[config.mk]
export PLATFORM = sky130hd
export DESIGN_NAME = snr_resp
export DESIGN_NICKNAME = d
export VERILOG_FILES = /design/src/rtl/snr_pkg.sv /design/src/rtl/snr_frame.sv /design/src/rtl/snr_regs.sv /design/src/rtl/snr_por_attn.sv /design/src/rtl/snr_resp.sv
export SDC_FILE = /design/constraint.sdc
export NUM_CORES = 1
export LEC_CHECK = 0
export BUFFER_PORTS_ARGS = -buffer_cell sky130_fd_sc_hd__buf_2
export CELL_PAD_IN_SITES_DETAIL_PLACEMENT = 1
export CELL_PAD_IN_SITES_GLOBAL_PLACEMENT = 2
export CORE_MARGIN = 8
export CORE_UTILIZATION = 31
export CTS_CLUSTER_DIAMETER = 100
export DETAILED_ROUTE_END_ITERATION = 8
export PLACE_DENSITY_LB_ADDON = 0.25
export SYNTH_ARGS = -nofsm -noshare
export SYNTH_HDL_FRONTEND = slang
export SYNTH_SLANG_ARGS = --single-unit
[constraint.sdc]
create_clock -name clk_i -period 2.46 [get_ports clk_i]
set_input_delay 0.123 -clock clk_i [delete_from_list [all_inputs] [get_ports clk_i]]
set_output_delay 0.123 -clock clk_i [all_outputs]
set_load 0.05 [all_outputs]
[src/rtl/snr_pkg.sv]
package snr_pkg;
  localparam int DEV_W = 3;
  localparam int REG_W = 6;
  localparam int SYM_W = 3;
  localparam int HDR_W = DEV_W + REG_W + 1;

  typedef enum logic [SYM_W-1:0] {
    SYM_D0    = 3'd0,
    SYM_D1    = 3'd1,
    SYM_START = 3'd2,
    SYM_ATTN  = 3'd3,
    SYM_RST   = 3'd4
  } sym_e;

  typedef enum logic [3:0] {
    ST_IDLE, ST_HDR, ST_WDAT, ST_WPAR, ST_WACK,
    ST_RDAT, ST_RPAR, ST_RACK, ST_SKIP
  } st_e;
endpackage

[src/rtl/snr_frame.sv]
module snr_frame
  import snr_pkg::*;
#(
  parameter int DATA_W = 16
) (
  input  logic              clk_i,
  input  logic              rst_ni,
  input  logic              en_i,
  input  logic              sym_vld_i,
  input  sym_e              sym_i,
  input  logic [DEV_W-1:0]  dev_num_i,
  input  logic [DATA_W-1:0] rd_data_i,
  output logic [REG_W-1:0]  addr_o,
  output logic              wr_o,
  output logic [DATA_W-1:0] wdata_o,
  output logic              rd_done_o,
  output logic              err_o,
  output logic              bus_rst_o,
  output logic              slot_drv_o,
  output logic              slot_bit_o
);
  localparam int MAXW  = (DATA_W > HDR_W) ? DATA_W : HDR_W;
  localparam int CNT_W = $clog2(MAXW);

  st_e                      st_q;
  logic [CNT_W-1:0]         cnt_q;
  logic [DEV_W+REG_W-1:0]   hdr_q;
  logic [DATA_W-1:0]        sh_q;
  logic                     par_q, par_ok_q;

  logic             is_bit, b;
  logic [DEV_W-1:0] dev;
  logic             hit_rd, hit_wr;

  assign is_bit = (sym_i == SYM_D0) || (sym_i == SYM_D1);
  assign b      = (sym_i == SYM_D1);
  assign dev    = hdr_q[REG_W +: DEV_W];
  assign hit_wr = (dev == dev_num_i) || (dev == '0);
  assign hit_rd = (dev == dev_num_i) && (dev != '0);

  assign addr_o    = hdr_q[REG_W-1:0];
  assign wdata_o   = sh_q;
  assign bus_rst_o = en_i && sym_vld_i && (sym_i == SYM_RST);

  always_comb begin
    slot_drv_o = 1'b0;
    slot_bit_o = 1'b1;
    if (en_i) begin
      unique case (st_q)
        ST_RDAT: begin slot_drv_o = 1'b1; slot_bit_o = sh_q[DATA_W-1]; end
        ST_RPAR: begin slot_drv_o = 1'b1; slot_bit_o = par_q; end
        ST_WACK: slot_drv_o = par_ok_q;
        default: ;
      endcase
    end
  end

  always_ff @(posedge clk_i or negedge rst_ni) begin
    if (!rst_ni) begin
      st_q      <= ST_IDLE;
      cnt_q     <= '0;
      hdr_q     <= '0;
      sh_q      <= '0;
      par_q     <= 1'b0;
      par_ok_q  <= 1'b0;
      wr_o      <= 1'b0;
      rd_done_o <= 1'b0;
      err_o     <= 1'b0;
    end else begin
      wr_o      <= 1'b0;
      rd_done_o <= 1'b0;
      err_o     <= 1'b0;
      if (!en_i) begin
        st_q <= ST_IDLE;
      end else if (sym_vld_i) begin
        if (sym_i == SYM_RST) begin
          st_q <= ST_IDLE;
        end else if (sym_i == SYM_START) begin
          st_q  <= ST_HDR;
          cnt_q <= '0;
          par_q <= 1'b0;
        end else begin
          unique case (st_q)
            ST_HDR: if (is_bit) begin
              par_q <= par_q ^ b;
              if (cnt_q == CNT_W'(HDR_W-1)) begin
                cnt_q <= '0;
                if (b && hit_rd) begin
                  sh_q  <= rd_data_i;
                  par_q <= par_q ^ b ^ (^rd_data_i);
                  st_q  <= ST_RDAT;
                end else if (!b && hit_wr) begin
                  st_q <= ST_WDAT;
                end else begin
                  st_q <= ST_SKIP;
                end
              end else begin
                hdr_q <= {hdr_q[DEV_W+REG_W-2:0], b};
                cnt_q <= cnt_q + 1'b1;
              end
            end
            ST_WDAT: if (is_bit) begin
              sh_q  <= {sh_q[DATA_W-2:0], b};
              par_q <= par_q ^ b;
              cnt_q <= cnt_q + 1'b1;
              if (cnt_q == CNT_W'(DATA_W-1)) st_q <= ST_WPAR;
            end
            ST_WPAR: if (is_bit) begin
              par_ok_q <= (b == par_q);
              st_q     <= ST_WACK;
            end
            ST_WACK: begin
              // any symbol ends the frame; a driven ack seen as non-D1 is a disruption
              st_q <= ST_IDLE;
              if (par_ok_q) begin
                if (b) wr_o  <= 1'b1;
                else   err_o <= 1'b1;
              end
            end
            ST_RDAT: if (is_bit) begin
              sh_q  <= {sh_q[DATA_W-2:0], 1'b0};
              cnt_q <= cnt_q + 1'b1;
              if (cnt_q == CNT_W'(DATA_W-1)) st_q <= ST_RPAR;
            end
            ST_RPAR: if (is_bit) st_q <= ST_RACK;
            ST_RACK: begin
              st_q <= ST_IDLE;
              if (b) rd_done_o <= 1'b1;
              else   err_o     <= 1'b1;
            end
            default: ;
          endcase
        end
      end
    end
  end

  AST_START_ABORT: assert property (@(posedge clk_i) disable iff (!rst_ni)
    (en_i && sym_vld_i && sym_i == SYM_START) |=> !slot_drv_o);
  AST_RST_IDLE: assert property (@(posedge clk_i) disable iff (!rst_ni)
    bus_rst_o |=> (!slot_drv_o && !wr_o));
endmodule

[src/rtl/snr_regs.sv]
module snr_regs
  import snr_pkg::*;
#(
  parameter int              DATA_W    = 16,
  parameter int              NUM_FUNC  = 2,
  parameter logic [DATA_W-1:0] MFG_ID    = 16'hA5C3,
  parameter logic [DATA_W-1:0] DEV_ID    = 16'h1123,
  parameter logic [DATA_W-1:0] CAP_FIXED = 16'h0021
) (
  input  logic              clk_i,
  input  logic              rst_ni,
  input  logic [DEV_W-1:0]  dev_num_i,
  input  logic [REG_W-1:0]  addr_i,
  input  logic              wr_i,
  input  logic [DATA_W-1:0] wdata_i,
  input  logic              rd_done_i,
  input  logic              err_i,
  input  logic [6:0]        func_status_i,
  input  logic [DATA_W-1:0] fn_rdata_i,
  output logic [DATA_W-1:0] rd_data_o,
  output logic [DATA_W-1:0] ctrl_o,
  output logic [REG_W-1:0]  fn_addr_o,
  output logic              fn_wr_o,
  output logic [DATA_W-1:0] fn_wdata_o
);
  localparam int          NWIN     = 3;
  localparam logic [REG_W-1:0] A_DEV  = 6'd0;
  localparam logic [REG_W-1:0] A_MFG  = 6'd1;
  localparam logic [REG_W-1:0] A_ID   = 6'd2;
  localparam logic [REG_W-1:0] A_CAP  = 6'd3;
  localparam logic [REG_W-1:0] A_STAT = 6'd4;
  localparam logic [REG_W-1:0] A_CTRL = 6'd5;

  logic [NWIN-1:0]   win_hit;
  logic              ber_q;
  logic [DATA_W-1:0] ctrl_q;

  for (genvar f = 0; f < NWIN; f++) begin : g_win
    assign win_hit[f] = (f < NUM_FUNC) && (addr_i[REG_W-1:3] == 3'(f + 1));
  end

  always_comb begin
    rd_data_o = '0;
    case (addr_i)
      A_DEV:  rd_data_o[DEV_W-1:0] = dev_num_i;
      A_MFG:  rd_data_o = MFG_ID;
      A_ID:   rd_data_o = DEV_ID;
      A_CAP:  rd_data_o = CAP_FIXED;
      A_STAT: rd_data_o[7:0] = {ber_q, func_status_i};
      A_CTRL: rd_data_o = ctrl_q;
      default: if (|win_hit) rd_data_o = fn_rdata_i;
    endcase
  end

  always_ff @(posedge clk_i or negedge rst_ni) begin
    if (!rst_ni) begin
      ctrl_q <= '0;
      ber_q  <= 1'b0;
    end else begin
      if (wr_i && addr_i == A_CTRL) ctrl_q <= wdata_i;
      if (err_i) ber_q <= 1'b1;
      else if (rd_done_i && addr_i == A_STAT) ber_q <= 1'b0;
    end
  end

  assign ctrl_o     = ctrl_q;
  assign fn_addr_o  = addr_i;
  assign fn_wr_o    = wr_i && (|win_hit);
  assign fn_wdata_o = wdata_i;

  AST_BER_SET: assert property (@(posedge clk_i) disable iff (!rst_ni)
    err_i |=> ber_q);
endmodule

[src/rtl/snr_por_attn.sv]
module snr_por_attn #(
  parameter int POR_CYC = 144
) (
  input  logic clk_i,
  input  logic rst_ni,
  input  logic err_i,
  input  logic bus_rst_i,
  input  logic bus_idle_i,
  output logic por_o,
  output logic attn_o
);
  localparam int PW = $clog2(POR_CYC + 1);

  logic [PW-1:0] cnt_q;
  logic          pend_q;

  assign por_o  = (cnt_q != PW'(POR_CYC));
  assign attn_o = pend_q && bus_idle_i && !por_o;

  always_ff @(posedge clk_i or negedge rst_ni) begin
    if (!rst_ni) begin
      cnt_q  <= '0;
      pend_q <= 1'b0;
    end else begin
      if (por_o) cnt_q <= cnt_q + 1'b1;
      if (bus_rst_i)   pend_q <= 1'b0;
      else if (err_i)  pend_q <= 1'b1;
      else if (attn_o) pend_q <= 1'b0;
    end
  end

  AST_ATTN_PULSE: assert property (@(posedge clk_i) disable iff (!rst_ni)
    attn_o |=> !attn_o);
  AST_POR_ONCE: assert property (@(posedge clk_i) disable iff (!rst_ni)
    !por_o |=> !por_o);
endmodule

[src/rtl/snr_resp.sv]
module snr_resp
  import snr_pkg::*;
#(
  parameter int                DATA_W    = 16,
  parameter int                POR_CYC   = 144,
  parameter int                NUM_FUNC  = 2,
  parameter logic [DATA_W-1:0] MFG_ID    = 16'hA5C3,
  parameter logic [DATA_W-1:0] DEV_ID    = 16'h1123,
  parameter logic [DATA_W-1:0] CAP_FIXED = 16'h0021
) (
  input  logic              clk_i,
  input  logic              rst_ni,
  input  logic [2:0]        dev_num_i,
  input  logic              sym_vld_i,
  input  logic [2:0]        sym_i,
  input  logic              bus_idle_i,
  output logic              rst_drv_o,
  output logic              slot_drv_o,
  output logic              slot_bit_o,
  output logic              attn_o,
  output logic [DATA_W-1:0] ctrl_o,
  input  logic [6:0]        func_status_i,
  output logic [5:0]        fn_addr_o,
  output logic              fn_wr_o,
  output logic [DATA_W-1:0] fn_wdata_o,
  input  logic [DATA_W-1:0] fn_rdata_i
);
  sym_e              sym;
  logic              por, wr, rd_done, err, bus_rst;
  logic [REG_W-1:0]  addr;
  logic [DATA_W-1:0] wdata, rd_data;

  assign sym       = sym_e'(sym_i);
  assign rst_drv_o = por;

  snr_por_attn #(.POR_CYC(POR_CYC)) u_por (
    .clk_i, .rst_ni, .err_i(err), .bus_rst_i(bus_rst), .bus_idle_i,
    .por_o(por), .attn_o
  );

  snr_frame #(.DATA_W(DATA_W)) u_frame (
    .clk_i, .rst_ni, .en_i(!por), .sym_vld_i, .sym_i(sym), .dev_num_i,
    .rd_data_i(rd_data), .addr_o(addr), .wr_o(wr), .wdata_o(wdata),
    .rd_done_o(rd_done), .err_o(err), .bus_rst_o(bus_rst),
    .slot_drv_o, .slot_bit_o
  );

  snr_regs #(
    .DATA_W(DATA_W), .NUM_FUNC(NUM_FUNC), .MFG_ID(MFG_ID),
    .DEV_ID(DEV_ID), .CAP_FIXED(CAP_FIXED)
  ) u_regs (
    .clk_i, .rst_ni, .dev_num_i, .addr_i(addr), .wr_i(wr), .wdata_i(wdata),
    .rd_done_i(rd_done), .err_i(err), .func_status_i, .fn_rdata_i,
    .rd_data_o(rd_data), .ctrl_o, .fn_addr_o, .fn_wr_o, .fn_wdata_o
  );

  AST_POR_QUIET: assert property (@(posedge clk_i) disable iff (!rst_ni)
    rst_drv_o |-> (!slot_drv_o && !attn_o));
  AST_CTRL_ACKED: assert property (@(posedge clk_i) disable iff (!rst_ni)
    !$stable(ctrl_o) |-> $past(sym_vld_i && sym_i == 3'd1, 2));
  AST_RSTSYM_CTRL: assert property (@(posedge clk_i) disable iff (!rst_ni)
    (sym_vld_i && sym_i == 3'd4) |=> $stable(ctrl_o));
endmodule

==> flow_summary.toml <==
[clocking]
tritoncts = "built"
clock-sinks = 64
clkLatencyLatePin_ps = 340
cts_made_buffers = 9
root_buffer = "clkbuf_16"
htree_num_levels = 3
clock_path_buffers = 2
cts.reportedPaths.clkPinSlew_ps = 60

[global_routing]
antenna_found_initial = 0
grt_pass1_wl_um = 20300
gr-total-overflow = 0
grt_usage_pct = 15.8
grt_max_degree = 45
grt_pass1_vias = 3773

[sta]
fin_ws_ps = -203
finalSetupViolCount = 2
fmax_ghz = 0.376
relSlewSlack_pct = 60.1
hold_viol_final = 0
worst_pin_slew_ps = 592
skew_ps = 6.79
drv_slew = 0
finalCritPeriodShare_pct = 108
rsz0062_at_grt = "true"
min_period_ps = 2660

[yosys]
syn_area_per_cell_um2 = 9.63
yosysTopAreaCell = "dfrtp_1"
ys_warn_count = 0
synthCells = 399
yosys.area.top_type_share_pct = 41.7
synthTopCellsByArea = "dfrtp_1 (42%), mux2_2 (7.3%), nand2_1 (4.4%)"
synth.net_count = 436
synth_top_flop_cell = "dfrtp_1"
synth_edf_count = 0
yosysMostFrequentCell = "dfrtp_1"
yosys_register_bits = 64
synthTopCellsByCount = "dfrtp_1 (64), nand2_1 (45), nor2_1 (27)"
synth_area_um2 = 3840
async_flop_share_pct = 100
synth_cell_types = 66
yosysSeqAreaShare_pct = 41.7

[power]
total_power_mw = 2.54
p_leak_nw = 2.50
power.switching_uw = 534
power_frac_seq_pct = 41.5
power.internal_mw = 2.00
p_clk_share_pct = 53.5
power_frac_comb_pct = 5.0
ir_drop_v = 0.000325
p_sw_share_pct = 21.0
p_per_area_nw_per_um2 = 472

[worst_setup_path]
worst_setup_path_end_kind = "register"
startpoint_type = "register"
cp_data_required_time_ps = 2710
crit_buf_inv = 0
slowest_stage = "or3_4"
cp_max_fo = 5
crit_family = "XOR/XNOR gates"
cp_cell_sequence = "or3_4, nor4_4, a221o_2, xor2_1, xnor2_1, xnor3_1, xnor2_2, a311o_1, o211ai_2"
cp.arrival_ps = 2920
critPathMaxStageDelay_ps = 450
crit_type = "register to register"

[die]
initial_core_util_pct = 31.9
io_pins = 76
rows = 40
dieArea_um2 = 16200
core_um2 = 12100
fp.dieW_um = 127
die_h_um = 127

[placement]
place_area_um2 = 4700
hpwlAfterDp_um = 9380
placedCellCount = 669
io_buffers = 75
gp_congestion = 0.808

[route]
wire_per_inst_um = 18.8
drc_errors = 0
first_pass_iters = 4
num_vias = 3537
dr.first_iter.drc_count = 100
finalWirelength_um = 13100
ant_nets = 0
via_per_inst = 5.09

[finish]
area_growth_pct = 39.9
seq_area_um2 = 1610
fillCellCount = 1384
fin_area_um2 = 5380
drive_gt1_share_pct = 46.3
multiInputGateArea_um2 = 2290
nNetsFinal = 559
stdcell_count = 695
antennaDiodeCount = 0

[job]
maxCapViolations = 0

[run_status]
outcome = "finished with violations"
violations = "setup timing"

[hold_path]
holdCritPathClass = "input port to register"
cells in the final DEF (no fill, tap or decap), types with 4 or more instances in the layout:
cell | netlist | final
buf_2 | 4 | 75
dfrtp_1 | 64 | 59
buf_4 | 8 | 56
nand2_1 | 45 | 30
mux2_2 | 25 | 25
a21oi_1 | 26 | 24
nor2_1 | 27 | 23
xnor2_1 | 18 | 17
o21ai_0 | 21 | 14
nand2_4 | 0 | 12
o21ai_2 | 0 | 11
clkbuf_16 | 0 | 11
nor2b_1 | 9 | 9
a22oi_1 | 10 | 9
o21ai_1 | 13 | 8
inv_1 | 6 | 6
nand3_1 | 6 | 6
xor2_1 | 5 | 5
mux2i_1 | 6 | 5
dfrtp_2 | 0 | 5
nand2b_1 | 4 | 4
ha_1 | 4 | 4
clkbuf_8 | 1 | 4
cell families (layout without fill, tap and decap cells):
kind of cell / Yosys count / count (layout) / synth area share, %
AND/OR/NAND/NOR: 132 / 132 / 17.9
AO/OA/AOI/OAI: 111 / 111 / 18.9
flip-flops: 64 / 64 / 41.7
buffers and inverters: 32 / 160 / 5.08
multiplexers: 31 / 31 / 8.89
XOR/XNOR: 25 / 25 / 6.25
adder cells (fa/ha/maj): 4 / 4 / 1.30
through the flow:
stage | setup TNS, ps | utilization, % | hold slack [ps] | setup WS (ps)
after floorplan | 0 | - | -173 | 14.9
after global routing | -1720 | 44.6 | 132 | -366
after detailed placement | -333 | 39.0 | 135 | -223
after CTS | -200 | 42.3 | 89.4 | -200
final | -222 | 44.6 | 113 | -203
after global placement | -192 | 39.0 | 124 | -153
power by group through the flow:
stage	clock [mW]	combinational (mW)	sequential, mW
finish	1.36	0.126	1.05
global route	1.43	0.141	1.05
CTS	1.40	0.127	1.05
detailed placement	0	0.117	1.07
global placement	0	0.115	1.07
floorplan	0	0.0380	1.07
area by class of cell:
| type | instances | share of cell area [%] |
|---|---|---|
| Sequential cell | 64 | 29.9 |
| Timing Repair Buffer | 138 | 17.2 |
| Clock inverter | 2 | 0.651 |
| Inverter | 6 | 0.419 |
| Multi-Input combinational cell | 303 | 42.6 |
| Clock buffer | 14 | 5.28 |
| Tap cell | 168 | 3.91 |
worst paths after layout:
check | depth (start not counted) | slack, ps | to | startpoint
setup / recovery | 9 | -200 | u_frame.par_q | u_frame.hdr_q[5]
min in group asynchronous | 2 | 300 | u_regs.ctrl_o[7] | rst_ni
setup reg to reg | 9 | -200 | u_frame.par_q | u_frame.hdr_q[5]
max in group asynchronous | 3 | 1520 | u_frame.par_q | rst_ni
hold reg to reg | 1 | 480 | u_por.cnt_q[7] | u_por.cnt_q[7]
hold / removal | 2 | 110 | u_por.pend_q | sym_vld_i
flip-flops by register name, summed over array words and instances (netlist names):
register	flops
u_frame.cnt_q	4
u_frame.err_o	1
u_frame.hdr_q	9
u_frame.par_ok_q	1
u_frame.par_q	1
u_frame.rd_done_o	1
u_frame.st_q	4
u_frame.wdata_o	16
u_frame.wr_o	1
u_por.cnt_q	8
u_por.pend_q	1
u_regs.ber_q	1
u_regs.ctrl_o	16
repair_timing:
item | 4_1_cts | 5_1_grt
resized for setup | 16 | 55
hold buffers | 1 | 0
gates cloned | 0 | 3
endpoints found under the hold margin | 20 | 0
buffers inserted | 2 | 4
setup endpoints to repair | 17 | 32
pin swaps | 4 | 25
per-layer routing:
layer,wire length (um),up-vias,global-route usage (%)
li1,-,1683,-
met5,0,-,0
met4,129,0,5.25
met2,6530,64,27.0
met3,590,9,4.12
met1,5820,1781,18.9
(Power assumes the default switching activity.)
